===== config.mk =====
export PLATFORM = sky130hd
export DESIGN_NAME = smi_feature_gate
export DESIGN_NICKNAME = d
export VERILOG_FILES = /design/src/rtl/smi_feature_pkg.sv /design/src/rtl/smi_feature_ctrl.sv /design/src/rtl/smi_feature_dpath.sv /design/src/rtl/smi_feature_gate.sv
export SDC_FILE = /design/constraint.sdc
export NUM_CORES = 1
export LEC_CHECK = 0
export BUFFER_PORTS_ARGS = -buffer_cell sky130_fd_sc_hd__buf_4
export CAP_MARGIN = 0
export CORE_ASPECT_RATIO = 1.2
export CORE_MARGIN = 2
export CORE_UTILIZATION = 39
export CTS_CLUSTER_SIZE = 20
export DETAILED_ROUTE_END_ITERATION = 8
export PLACE_DENSITY = 0.61
export SLEW_MARGIN = 20
export SYNTH_ARGS = -nofsm -noshare
export SYNTH_HDL_FRONTEND = slang
export SYNTH_HIERARCHICAL = 1
export SYNTH_SLANG_ARGS = --single-unit

===== constraint.sdc =====
create_clock -name clk -period 5.95 [get_ports clk]
set_input_delay 0.595 -clock clk [delete_from_list [all_inputs] [get_ports clk]]
set_output_delay 0.595 -clock clk [all_outputs]
set_load 0.02 [all_outputs]

===== src/rtl/smi_feature_pkg.sv =====
package smi_feature_pkg;
  // Strobes issued by the control module to the datapath
  typedef struct packed {
    logic reqWr;   // accept a request byte
    logic commit;  // lock in the current request
    logic sciSet;  // ACPI enable command seen
    logic sciClr;  // ACPI disable command seen
    logic smiAll;  // SMI to every CPU
    logic smiOne;  // SMI to the requesting CPU
  } smi_strobe_t;
endpackage


===== src/rtl/smi_feature_ctrl.sv =====
module smi_feature_ctrl
  import smi_feature_pkg::*;
#(
  parameter logic [63:0] HOST_FEATURES = 64'h7,
  parameter int          BC_BIT        = 0,
  parameter int          HP_BIT        = 1,
  parameter int          UP_BIT        = 2,
  parameter logic [7:0]  ACPI_EN_CMD   = 8'hF1,
  parameter logic [7:0]  ACPI_DIS_CMD  = 8'hF0
) (
  input  logic        reqWrEn,
  input  logic        okWrEn,
  input  logic        apmWrEn,
  input  logic [7:0]  apmWrData,
  input  logic        smiApmcEn,
  input  logic [63:0] reqFeatures,
  input  logic        featuresOk,
  input  logic        negBcast,
  output smi_strobe_t strobe
);
  logic outsideHost;
  logic needsBcast;
  logic unplugAlone;
  logic reqValid;
  logic isEnCmd;
  logic isDisCmd;
  logic smiFire;

  initial begin
    AST_HOST_CFG: assert (!(HOST_FEATURES[UP_BIT] && !HOST_FEATURES[HP_BIT]))
      else $error("offered set has unplug without hotplug");
  end

  always_comb begin
    outsideHost = |(reqFeatures & ~HOST_FEATURES);
    needsBcast  = (reqFeatures[HP_BIT] | reqFeatures[UP_BIT]) & ~reqFeatures[BC_BIT];
    unplugAlone = reqFeatures[UP_BIT] & ~reqFeatures[HP_BIT];
    reqValid    = ~outsideHost & ~needsBcast & ~unplugAlone;

    isEnCmd  = (apmWrData == ACPI_EN_CMD);
    isDisCmd = (apmWrData == ACPI_DIS_CMD);
    smiFire  = apmWrEn & ~isEnCmd & ~isDisCmd & smiApmcEn;

    strobe.reqWr  = reqWrEn & ~featuresOk;
    strobe.commit = okWrEn & ~featuresOk & reqValid;
    strobe.sciSet = apmWrEn & isEnCmd;
    strobe.sciClr = apmWrEn & isDisCmd;
    strobe.smiAll = smiFire & negBcast;
    strobe.smiOne = smiFire & ~negBcast;
  end
endmodule


===== src/rtl/smi_feature_dpath.sv =====
module smi_feature_dpath
  import smi_feature_pkg::*;
#(
  parameter int NUM_CPUS = 4,
  parameter int CPU_ID_W = 2
) (
  input  logic                clk,
  input  logic                rstN,
  input  smi_strobe_t         strobe,
  input  logic [2:0]          reqByteIdx,
  input  logic [7:0]          reqWrData,
  input  logic [CPU_ID_W-1:0] apmCpuId,
  output logic [63:0]         reqFeatures,
  output logic [63:0]         negFeatures,
  output logic                featuresOk,
  output logic                sciEnSet,
  output logic                sciEnClr,
  output logic [NUM_CPUS-1:0] smiReq
);
  localparam int NUM_BYTES = 8;

  for (genvar b = 0; b < NUM_BYTES; b++) begin : g_reqByte
    always_ff @(posedge clk or negedge rstN) begin
      if (!rstN) reqFeatures[8*b +: 8] <= '0;
      else if (strobe.reqWr && reqByteIdx == 3'(b)) reqFeatures[8*b +: 8] <= reqWrData;
    end
  end

  always_ff @(posedge clk or negedge rstN) begin
    if (!rstN) begin
      negFeatures <= '0;
      featuresOk  <= 1'b0;
      sciEnSet    <= 1'b0;
      sciEnClr    <= 1'b0;
    end else begin
      if (strobe.commit) begin
        negFeatures <= reqFeatures;
        featuresOk  <= 1'b1;
      end
      sciEnSet <= strobe.sciSet;
      sciEnClr <= strobe.sciClr;
    end
  end

  for (genvar c = 0; c < NUM_CPUS; c++) begin : g_smiLine
    always_ff @(posedge clk or negedge rstN) begin
      if (!rstN) smiReq[c] <= 1'b0;
      else smiReq[c] <= strobe.smiAll | (strobe.smiOne && apmCpuId == CPU_ID_W'(c));
    end
  end

  AST_LOCK_HOLDS: assert property (@(posedge clk) disable iff (!rstN)
    featuresOk |=> (featuresOk && $stable(negFeatures))) else $error("lock lost");
  AST_REQ_FROZEN: assert property (@(posedge clk) disable iff (!rstN)
    featuresOk |=> $stable(reqFeatures)) else $error("request changed while locked");
  AST_SCI_EXCL: assert property (@(posedge clk) disable iff (!rstN)
    !(sciEnSet && sciEnClr)) else $error("set and clear together");
  AST_SMI_SHAPE: assert property (@(posedge clk) disable iff (!rstN)
    (smiReq != '0) |-> (smiReq == '1 || $onehot(smiReq))) else $error("bad SMI pattern");
endmodule


===== src/rtl/smi_feature_gate.sv =====
module smi_feature_gate
  import smi_feature_pkg::*;
#(
  parameter int          NUM_CPUS      = 4,
  parameter logic [63:0] HOST_FEATURES = 64'h7,
  parameter int          BC_BIT        = 0,
  parameter int          HP_BIT        = 1,
  parameter int          UP_BIT        = 2,
  parameter logic [7:0]  ACPI_EN_CMD   = 8'hF1,
  parameter logic [7:0]  ACPI_DIS_CMD  = 8'hF0,
  localparam int         CPU_ID_W      = (NUM_CPUS > 1) ? $clog2(NUM_CPUS) : 1
) (
  input  logic                clk,
  input  logic                rstN,
  input  logic                reqWrEn,
  input  logic [2:0]          reqByteIdx,
  input  logic [7:0]          reqWrData,
  input  logic                okWrEn,
  input  logic                apmWrEn,
  input  logic [7:0]          apmWrData,
  input  logic [CPU_ID_W-1:0] apmCpuId,
  input  logic                smiApmcEn,
  output logic [63:0]         reqFeatures,
  output logic [63:0]         negFeatures,
  output logic                featuresOk,
  output logic                sciEnSet,
  output logic                sciEnClr,
  output logic [NUM_CPUS-1:0] smiReq
);
  smi_strobe_t strobe;

  smi_feature_ctrl #(
    .HOST_FEATURES(HOST_FEATURES), .BC_BIT(BC_BIT), .HP_BIT(HP_BIT), .UP_BIT(UP_BIT),
    .ACPI_EN_CMD(ACPI_EN_CMD), .ACPI_DIS_CMD(ACPI_DIS_CMD)
  ) i_ctrl (
    .reqWrEn(reqWrEn), .okWrEn(okWrEn), .apmWrEn(apmWrEn), .apmWrData(apmWrData),
    .smiApmcEn(smiApmcEn), .reqFeatures(reqFeatures), .featuresOk(featuresOk),
    .negBcast(negFeatures[BC_BIT]), .strobe(strobe)
  );

  smi_feature_dpath #(.NUM_CPUS(NUM_CPUS), .CPU_ID_W(CPU_ID_W)) i_dpath (
    .clk(clk), .rstN(rstN), .strobe(strobe), .reqByteIdx(reqByteIdx),
    .reqWrData(reqWrData), .apmCpuId(apmCpuId), .reqFeatures(reqFeatures),
    .negFeatures(negFeatures), .featuresOk(featuresOk), .sciEnSet(sciEnSet),
    .sciEnClr(sciEnClr), .smiReq(smiReq)
  );

  AST_ONLY_HOST: assert property (@(posedge clk) disable iff (!rstN)
    $rose(featuresOk) |-> ((negFeatures & ~HOST_FEATURES) == '0)) else $error("foreign bit locked");
  AST_HP_NEEDS_BC: assert property (@(posedge clk) disable iff (!rstN)
    $rose(featuresOk) |-> (negFeatures[BC_BIT] || !(negFeatures[HP_BIT] || negFeatures[UP_BIT])))
    else $error("hotplug without broadcast");
  AST_UP_NEEDS_HP: assert property (@(posedge clk) disable iff (!rstN)
    $rose(featuresOk) |-> (negFeatures[HP_BIT] || !negFeatures[UP_BIT])) else $error("unplug alone");
  AST_COPY_REQ: assert property (@(posedge clk) disable iff (!rstN)
    $rose(featuresOk) |-> (negFeatures == $past(reqFeatures))) else $error("copy mismatch");
  AST_SMI_GATED: assert property (@(posedge clk) disable iff (!rstN)
    (smiReq != '0) |-> $past(apmWrEn && smiApmcEn)) else $error("ungated SMI");
  AST_SCI_NO_SMI: assert property (@(posedge clk) disable iff (!rstN)
    (sciEnSet || sciEnClr) |-> (smiReq == '0)) else $error("SCI command raised SMI");
endmodule


[After elaboration in Yosys (flattened, before gate mapping)]
Index checks and enable logic that the tools add are counted.
Storage, ports and cells
  bits in registers: 135
  output and inout port bits: 135
Cells by class
  reductions and logical operators: 15
  bitwise gates (word level): 28
  eq/ne operators: 12
Operator list (number)
  OR reduction 61 bit: 1
  == test 8 bit, second input constant: 2
  AND 1 bit: 14
  == test 3 bit, second input constant: 4
  logical AND 1 bit: 12
  NOT 1 bit: 9
  == test 3 x 2 -> 1 bit, second input constant: 2
  OR 1 bit: 5
  == test 2 bit, second input constant: 2
  == test 3 x 1 -> 1 bit, second input constant: 1
  zero test 3 bit: 1
  == test 2 x 1 -> 1 bit, second input constant: 1
  zero test 2 bit: 1

[Logic depth before layout (Yosys ltp)]
Gate-level depths: netlist of the first run.
  depth after elaboration: 8
  mapped depth: 7
  mapped depth without buffers: 5

[Modules after synthesis]
The synthesis of the first run kept the hierarchy.
By module, submodules not included
  smi_feature_dpath: instances 1, area each 5032.3 µm², cells each 292
  smi_feature_ctrl: instances 1, area each 202.7 µm², cells each 33

[Least setup slack after synthesis of the first run]
OpenSTA, ideal clock, no wires.
  path type: register -> register
  from: register i_dpath.reqFeatures[16]
  to: register i_dpath.negFeatures[14]
  library setup time: 0.125 ns
  arrival: 2.052 ns
  path slack: 3.774 ns
  stages on the path, launching flop included: 8
  period minus slack after synthesis: 2.176 ns
  cells stage by stage: dfrtp_1 > nor4_1 > and4_1 > nand3_1 > nor4_2 > buf_2 > buf_2 > mux2_2
RTL lines
  from (decl): line smi_feature_dpath.sv:13  | output logic [63:0] reqFeatures,
  from (signal, indexed assignment): line smi_feature_dpath.sv:25  | else if (strobe.reqWr && reqByteIdx == 3'(b)) reqFeatures[8*b +: 8] <= reqWrData;
  to (signal assigned): line smi_feature_dpath.sv:37  | negFeatures <= reqFeatures;
  to (decl): line smi_feature_dpath.sv:14  | output logic [63:0] negFeatures,

==> run_results.csv, run 1 <==
group,metric,value,unit
clock_network,cts_tree,"built",
route,met1_length,5420,um
route,drc_errors,0,
power,p_leak,3.619,nW
clock_network,cts_num_sinks,135,
critical_path,crit_start,"i_dpath/reqFeatures[47]",
power,power_density,393.6,nW/um^2
synthesis,netlist_area,5235,um^2
global_routing,antenna_found_initial,0,
critical_path,crit_path_end_kind,"flop",
route,firstDrtPassIters,4,
finish,nNetsFinal,521,
finish,multiInputGateArea,1803,um^2
placement,gp_congestion,0.7492,
clock_network,numCtsBuffers,17,
critical_path,r2r_cells,5,
finish,seq_area,3378,um^2
clock_network,htreeDepth,4,
finish,utilization,55.31,%
synthesis,yosys.area.top_type_share,64.53,%
route,vias_per_cell,5.116,
placement,dp_hpwl,9221,um
synthesis,synth.area.top_cells,"dfrtp_1 65%, mux2_2 28%, nor4_1 1.8%",
placement,dp_slack,3.448,ns
global_routing,gr-total-overflow,0,
timing,fmax,393.0,MHz
critical_path,r2r_start,"i_dpath/reqFeatures[47]",
global_routing,grt_usage,18.74,%
flow_run,drv_cap,0,
critical_path,cp-start-kind,"flop",
timing,maxSlewHeadroom,35.76,%
placement,placed_cell_area,6630,um^2
critical_path,cp_slowest_cell,"nor4_1",
die,fp.dieH,130.9,um
route,wire_per_inst,19.06,um
critical_path,crit_chain,"nor4_1, nand4_1, nor4_4, buf_4, mux2_2",
clock_network,clock_latency,0.41,ns
synthesis,synth-seq-cells,135,
timing,finClkSkew,0.01052,ns
synthesis,ys_types,27,
die,die_w,109.8,um
synthesis,netlist_instances,325,
critical_path,worst_ep_required_time,6.24,ns
timing,finalCriticalPeriod,2.545,ns
min_path,holdCritPathClass,"input port to async pin",
critical_path,r2r-end,"i_dpath/negFeatures[7]",
power,power,2.869,mW
route,route.met3.wl,666,um
route,wirelength,12860,um
critical_path,ff2ff_setup_slack,3.41,ns
synthesis,yosysSeqAreaShare,64.53,%
critical_path,slowest_delay,0.54,ns
finish,drive_gt1_share,65.48,%
die,rows,46,
route,num_vias,3453,
synthesis,yosys.area.top_type,"dfrtp_1",
finish,area_growth,39.24,%
die,start_util,39.72,%
synthesis,syn_avg_cell_area,16.11,um^2
route,ant_nets,0,
die,io_pins,162,
critical_path,worst-path-buf-inv,1,
clock_network,clkTransAtPathRegs,0.06,ns
route,met2_length,6606,um
synthesis,yosysWarningCount,6,
critical_path,crit_fanout,34,
die,core,13180,um^2
status,status,"finished clean",
timing,timing.final.ws_setup,3.405,ns
clock_network,ctsHoldBuffers,0,
timing,tns,0,ns
timing,worstMarginPinSlew,0.9500,ns
critical_path,worstPathArrival,2.83,ns
timing,period_share,42.77,%
timing,finalMaxSlewViolations,0,
route,drt-initial-drc-count,144,
critical_path,path_class,"flop to flop",
critical_path,cp_top_family,"simple AND/OR/NAND/NOR gates",
finish,stdcell_area,7289,um^2
clock_network,cts_buffer_depth,2,
global_routing,grt_max_degree,73,
route,top_layer_used,"met4",
die,die-area,14370,um^2
timing,rsz0062_at_grt,"no",
global_routing,grt_pass1_vias,3597,
placement,io_buffers,161,
clock_network,cts_root_buffer,"clkbuf_16",
power,vdd_drop_max,0.0001707,V
timing,setup_viol,0,
global_routing,grt_pass1_wl,19860,um
synthesis,mappedNetlistNets,352,
timing,finalHoldViolCount,0,
finish,fillers,1103,
finish,antenna_cells,0,
clock_network,cts.repair.resized,0,
clock_network,cts_setup_buffers,0,
## per-stage QoR
step / std cells / hold WS, ns
2_1_floorplan: 325 / 0.2994
3_3_place_gp: 643 / 0.4904
3_5_place_dp: 643 / 0.4967
4_1_cts: 675 / 0.2118
5_1_grt: 675 / 0.2394
6_report: 675 / 0.1990
## cells in the final DEF, fill, tap and decap left out, drive strengths merged
| master | Yosys | routed |
|---|---|---|
| a31o | 2 | 2 |
| nand4 | 4 | 4 |
| buf | 13 | 164 |
| nor3 | 2 | 2 |
| nor4 | 16 | 16 |
| clkinv | 0 | 1 |
| nor4bb | 3 | 3 |
| nor2b | 1 | 1 |
| nand3 | 2 | 2 |
| nor4b | 2 | 2 |
| nand2b | 1 | 1 |
| o21bai | 2 | 2 |
| o21ai | 1 | 1 |
| inv | 1 | 5 |
| clkinvlp | 0 | 4 |
| nor2 | 1 | 1 |
| nand2 | 3 | 3 |
| and4 | 1 | 1 |
| clkbuf | 1 | 18 |
| dfrtp | 135 | 135 |
| nand4b | 3 | 3 |
| mux2 | 128 | 128 |
| and3 | 1 | 1 |
| bufinv | 0 | 5 |
| nor3b | 1 | 1 |
| or2 | 1 | 1 |
## area by class of cell
class,instances,share of cell area [%]
Multi-Input combinational cell,175,24.73
Clock inverter,14,3.021
Clock buffer,18,6.025
Inverter,1,0.05149
Tap cell,168,2.884
Timing Repair Buffer,164,16.94
Sequential cell,135,46.34
## layer usage
layer,vias up,GRT usage (%)
li1,1551,-
met1,1781,23.55
met2,107,31.12
met3,14,4.712
met4,0,7.297
met5,-,0
## cells in the mapped netlist
cell,count
or2_2,1
nor4_2,1
buf_4,1
nor3_1,2
inv_1,1
o21ai_0,1
nor4b_1,1
nand2b_1,1
nand3_1,2
mux2_2,128
nand4b_1,3
and4_1,1
nor2_1,1
nand2_1,3
nor4_1,15
nand4_1,4
clkbuf_1,1
dfrtp_1,135
o21bai_1,2
nor2b_1,1
and3_1,1
buf_6,1
a31o_2,2
nor4b_4,1
buf_2,11
nor4bb_1,3
nor3b_1,1
## cells by family after synthesis
logic type | after synthesis | synth area share (%)
multiplexers | 128 | 27.53
AO/OA/AOI/OAI | 5 | 0.7169
AND/OR/NAND/NOR | 42 | 5.665
flip-flops | 135 | 64.53
buffers and inverters | 15 | 1.553
## report_power, final
| group | leakage, nW | switching [mW] | total, mW | internal, mW |
|---|---|---|---|---|
| combinational | 1.55 | 0.275 | 0.533 | 0.258 |
| clock | 0.310 | 0.396 | 1.15 | 0.759 |
| sequential | 1.76 | 0.145 | 1.18 | 1.04 |
| total | 3.62 | 0.815 | 2.87 | 2.05 |
## worst max path at each step
stage               slack, ns                       to  cells after the start
floorplan                3.77  i_dpath/negFeatures[14]                      7
global placement         3.47  i_dpath/reqFeatures[23]                      4
detailed placement       3.45  i_dpath/reqFeatures[33]                      4
CTS                      3.45   i_dpath/negFeatures[7]                      6
global route             3.30  i_dpath/negFeatures[15]                      5
finish                   3.41   i_dpath/negFeatures[7]                      5
## registers in the layout (all words and copies together), names as in the netlist
register / cells
i_dpath/negFeatures: 64
i_dpath/sciEnClr: 1
i_dpath/featuresOk: 1
i_dpath/sciEnSet: 1
i_dpath/smiReq: 4
i_dpath/reqFeatures: 64
(Power assumes the default switching activity.)
==> inputs of run 2 (changes only) <==
==> constraint.sdc (replaced) <==
create_clock -name clk -period 2.4 [get_ports clk]
set_input_delay 0.24 -clock clk [delete_from_list [all_inputs] [get_ports clk]]
set_output_delay 0.24 -clock clk [all_outputs]
set_load 0.02 [all_outputs]
==> run 2 against run 1 <==
  * Maximum frequency grew 13%
  * Global-route usage rose by 0.67 points
  * Final cell count rose by 2.1%
==> run_results.csv, run 2 (synthesized netlist as in run 1, its figures left out) <==
group,metric,value,unit
route,wire_per_inst,19.45,um
finish,top_regs,"i_dpath/negFeatures (64), i_dpath/reqFeatures (64), i_dpath/smiReq (4)",
global_routing,grt_usage,19.41,%
clock_network,cts_tree,"built",
timing,maxSlewHeadroom,58.69,%
global_routing,antenna_found_initial,0,
finish,drive_gt1_share,65.83,%
finish,antenna_cells,0,
timing,finClkSkew,0.008794,ns
die,start_util,39.72,%
die,die-area,14370,um^2
finish,utilization,56.33,%
critical_path,worst_ep_required_time,2.69,ns
critical_path,crit_path_end_kind,"flop",
placement,dp_slack,-0.08746,ns
clock_network,cts_root_buffer,"clkbuf_16",
clock_network,cts_num_sinks,135,
timing,period_share,93.75,%
clock_network,htreeDepth,4,
route,wirelength,13400,um
power,power_density,951.6,nW/um^2
power,p_leak,3.703,nW
critical_path,cp-start-kind,"flop",
timing,finalCriticalPeriod,2.250,ns
route,num_vias,3501,
clock_network,clkTransAtPathRegs,0.06,ns
min_path,holdCritPathClass,"input port to flop",
placement,io_buffers,161,
global_routing,gr-total-overflow,0,
flow_run,drv_cap,0,
power,vdd_drop_max,0.0004298,V
critical_path,r2r_start,"i_dpath/reqFeatures[50]",
timing,fmax,444.4,MHz
global_routing,grt_pass1_vias,3674,
die,fp.dieH,130.9,um
route,firstDrtPassIters,4,
clock_network,numCtsBuffers,17,
critical_path,worstPathArrival,2.54,ns
min_path,hp-start,"apmCpuId[1]",
timing,setup_viol,0,
clock_network,cts_buffer_depth,2,
finish,nNetsFinal,535,
status,status,"finished clean",
critical_path,path_class,"flop to flop",
die,io_pins,162,
die,die_w,109.8,um
route,vias_per_cell,5.081,
global_routing,grt_pass1_wl,20450,um
route,drc_errors,0,
placement,gp_congestion,0.7282,
timing,rsz0062_at_grt,"no",
route,drt-initial-drc-count,138,
timing,timing.final.ws_setup,0.1499,ns
timing,worstMarginPinSlew,0.6171,ns
die,rows,46,
finish,final_cell_mix,"171 x buf_4, 135 x dfrtp_1, 128 x mux2_2",
critical_path,crit_start,"i_dpath/reqFeatures[50]",
critical_path,crit_fanout,17,
finish,layout_commonest_cell,"buf_4",
power,power,7.065,mW
route,ant_nets,0,
timing,finalMaxSlewViolations,0,
placement,dp_hpwl,9221,um
timing,finalHoldViolCount,0,
finish,area_growth,41.83,%
clock_network,clock_latency,0.41,ns
die,core,13180,um^2
global_routing,grt_max_degree,62,
==> run 2: cell count changes in the layout (fill, tap and decap cells not counted), moves of 3 or more <==
cell        change
clkinvlp_4      -3
clkbuf_8        +3
inv_6           -4
clkbuf_1        +3
buf_4           +8
==> run 2: cell type report <==
class | count | area [um^2]
flip-flops and latches | 135 | 3378
multi-input cells | 175 | 1815
fillers | 1110 | 5756
clock buffers | 24 | 491.7
repair buffers | 178 | 1383
clock inverters | 8 | 142.6
inverters | 1 | 3.754
well taps | 168 | 210.2
==> run 2: worst max-delay path, stage by stage, from the launching register on <==
cell and delay (ns):
dfrtp_1 0.41, nor4_2 0.30, buf_4 0.18, nand4_1 0.20
nor4_4 0.25, buf_4 0.19, buf_6 0.22, mux2_2 0.37
==> run 2: report_power, final <==
part | internal, mW | leakage [nW] | switching [mW] | total, mW
sequential | 2.57 | 1.76 | 0.349 | 2.92
clock | 1.84 | 0.310 | 0.919 | 2.76
combinational | 0.672 | 1.63 | 0.707 | 1.38
==> run 2: final timing paths <==
path	endpoint	slack [ns]	depth (start not counted)
worst max register to register	i_dpath/negFeatures[48]	0.15	7
worst min register to register	i_dpath/negFeatures[14]	0.51	1
min in group asynchronous	i_dpath/negFeatures[10]	0.34	2
max in group asynchronous	i_dpath/reqFeatures[62]	1.30	3
worst max-delay path	i_dpath/negFeatures[48]	0.15	7
worst min-delay path	i_dpath/smiReq[0]	0.04	2
==> run 2: timing repair <==
item	CTS	global route
hold endpoints to repair	48	0
setup buffers	0	1
pin swaps	0	1
setup endpoints to repair	57	64
cloned	0	1
gates resized for setup	2	2
hold buffers	2	0
==> run 2: layer usage <==
| layer | vias to the layer above | part of all wire [%] | global-route usage, % |
|---|---|---|---|
| met1 | 1817 | 41 | 23.86 |
| met2 | 98 | 53 | 32.68 |
| met3 | 21 | 4.7 | 4.911 |
| met4 | 0 | 1.6 | 7.818 |
| li1 | 1565 | - | - |
| met5 | - | 0 | 0 |
==> run 2: through the flow <==
| step | cell area, um^2 | std cells | hold WS [ns] | setup TNS (ns) |
|---|---|---|---|---|
| after detailed placement | 6730 | 653 | 0.2108 | -1.607 |
| after global placement | 6730 | 653 | 0.2081 | -0.9031 |
| after CTS | 7395 | 687 | 0.02210 | 0 |
| after floorplan | 5235 | 325 | -0.05559 | 0 |
| final | 7425 | 689 | 0.03964 | 0 |
| after global routing | 7425 | 689 | 0.03825 | 0 |
==> inputs of run 3 (changes only) <==
--- a/config.mk
+++ b/config.mk
@@ -13,6 +13,7 @@
 export CTS_CLUSTER_SIZE = 20
 export DETAILED_ROUTE_END_ITERATION = 8
 export PLACE_DENSITY = 0.61
+export SETUP_SLACK_MARGIN = 0.15
 export SLEW_MARGIN = 20
 export SYNTH_ARGS = -nofsm -noshare
 export SYNTH_HDL_FRONTEND = slang
==> run 3 against run 2 <==
  * Final area rose by 2.8%
  * Die area did not move
  * Maximum frequency rose by 1.1%
  * First-iteration DRC count fell by 13%
  * Clock-buffer cell count did not move
  * Register-to-register slack improved by 0.02 ns
  * Sequential cell count did not move
  * Clock skew barely moved
  * Critical path depth did not move
  * Sequential share of layout area fell by 1.2 points
  * Hold slack barely moved
  * Combinational power rose by 4%
==> run_results.csv, run 3 (synthesized netlist as in run 1, its figures left out) <==
group,metric,value,unit
finish,area_growth,45.82,%
route,ant_nets,0,
power,power,7.140,mW
critical_path,cp-start-kind,"flop",
critical_path,ff2ff_setup_slack,0.17,ns
timing,finalHoldViolCount,0,
timing,setup_viol,0,
route,vias_per_cell,5.113,
critical_path,path_class,"flop to flop",
die,die_w,109.8,um
min_path,hp-start,"apmCpuId[1]",
route,wirelength,13900,um
min_path,hold_depth,2,
critical_path,r2r-end,"i_dpath/negFeatures[48]",
timing,period_share,92.75,%
timing,rsz0062_at_grt,"yes",
route,wire_per_inst,19.92,um
finish,antenna_cells,0,
finish,drive_gt1_share,68.11,%
die,start_util,39.72,%
clock_network,htreeDepth,4,
timing,fmax,449.2,MHz
die,core,13180,um^2
clock_network,cts_root_buffer,"clkbuf_16",
global_routing,grt_pass1_wl,20710,um
timing,maxSlewHeadroom,57.83,%
placement,dp_hpwl,9221,um
clock_network,clock_latency,0.41,ns
finish,top_regs,"i_dpath/negFeatures (64), i_dpath/reqFeatures (64), i_dpath/smiReq (4)",
status,status,"finished clean",
placement,place_inst,653,
critical_path,crit_path_end_kind,"flop",
route,firstDrtPassIters,4,
critical_path,worst_ep_required_time,2.69,ns
flow_run,drv_cap,0,
timing,finalCriticalPeriod,2.226,ns
power,p_leak,3.774,nW
die,fp.dieH,130.9,um
route,num_vias,3569,
timing,whs,0.03941,ns
clock_network,cts_tree,"built",
die,io_pins,162,
timing,finalMaxSlewViolations,0,
global_routing,gr-total-overflow,0,
clock_network,cts_buffer_depth,2,
finish,layout_commonest_cell,"buf_4",
critical_path,r2r_start,"i_dpath/reqFeatures[56]",
critical_path,r2r_cells,7,
global_routing,grt_max_degree,62,
min_path,holdCritPathClass,"input port to flop",
min_path,min_to,"i_dpath/smiReq[0]",
timing,finClkSkew,0.008499,ns
clock_network,numCtsBuffers,17,
global_routing,grt_pass1_vias,3700,
route,drc_errors,0,
finish,final_cell_mix,"175 x buf_4, 132 x dfrtp_1, 127 x mux2_2",
die,rows,46,
critical_path,worstPathArrival,2.52,ns
die,die-area,14370,um^2
global_routing,antenna_found_initial,0,
global_routing,grt_usage,19.70,%
timing,tns,0,ns
placement,io_buffers,161,
clock_network,cts_num_sinks,135,
finish,nNetsFinal,544,
critical_path,crit_fanout,8,
power,vdd_drop_max,0.0004383,V
clock_network,clkTransAtPathRegs,0.05,ns
route,drt-initial-drc-count,120,
placement,gp_congestion,0.7282,
finish,instances_no_fill,698,
power,power_density,935.3,nW/um^2
timing,worstMarginPinSlew,0.6298,ns
run 3: cell types whose count changed in the layout (fill, tap and decap cells not counted), moves of 2 or more:
cell,before,now
clkbuf_16,18,20
buf_4,171,175
dfrtp_1,135,132
buf_12,1,4
dfrtp_2,0,3
nor4_2,2,6
nor4_1,13,8
run 3: worst max path at each step:
stage	startpoint	endpoint	slack [ns]	depth (start not counted)
after global placement	i_dpath/reqFeatures[24]	i_dpath/negFeatures[34]	-0.05	6
after floorplan	i_dpath/reqFeatures[16]	i_dpath/negFeatures[14]	0.22	7
after CTS	i_dpath/reqFeatures[50]	i_dpath/negFeatures[36]	0.15	7
final	i_dpath/reqFeatures[56]	i_dpath/negFeatures[48]	0.17	7
after detailed placement	i_dpath/reqFeatures[23]	i_dpath/negFeatures[51]	-0.09	6
after global routing	i_dpath/reqFeatures[25]	i_dpath/negFeatures[14]	0.09	7
run 3: power breakdown:
part | internal [mW] | switching, mW | leakage (nW)
combinational | 0.708 | 0.721 | 1.71
sequential | 2.58 | 0.370 | 1.76
clock | 1.84 | 0.920 | 0.310
total | 5.13 | 2.01 | 3.77
run 3: cell type report:
| class | instances | area [um^2] |
|---|---|---|
| fillers | 1093 | 5547 |
| flip-flops and latches | 135 | 3382 |
| multi-input cells | 175 | 1864 |
| repair buffers | 187 | 1539 |
| clock buffers | 24 | 491.7 |
| well taps | 168 | 210.2 |
| clock inverters | 8 | 142.6 |
| inverters | 1 | 3.754 |
run 3: through the flow:
stage                     util (%)  worst slack (ns)  cell area [um^2]
after floorplan                  -            0.2236              5235
after global placement       51.06          -0.04689              6730
after detailed placement     51.06          -0.08746              6730
after CTS                    56.58            0.1549              7457
after global routing         57.92           0.09036              7634
final                        57.92            0.1739              7634
run 3: repair_timing:
action | CTS | global route
setup buffers | 3 | 4
endpoints found under the setup margin | 64 | 64
cloned | 1 | 3
pin swaps | 3 | 4
resized for setup | 5 | 16
hold buffers | 2 | 0
endpoints found under the hold margin | 48 | 0
run 3: critical path, cell delays in order, from the launching register on:
cell and delay (ns):
dfrtp_1 0.41, nor4_1 0.43, buf_4 0.19, nand3_2 0.08
nor4_4 0.26, buf_6 0.22, clkbuf_16 0.18, mux2_2 0.34
run 3: layer usage:
layer / wire length, um / vias to the layer above / GRT usage, %
met5: 0 / - / 0
met4: 187 / 0 / 8.116
met3: 612 / 16 / 4.762
met2: 7359 / 94 / 32.97
met1: 5744 / 1876 / 24.45
li1: - / 1583 / -
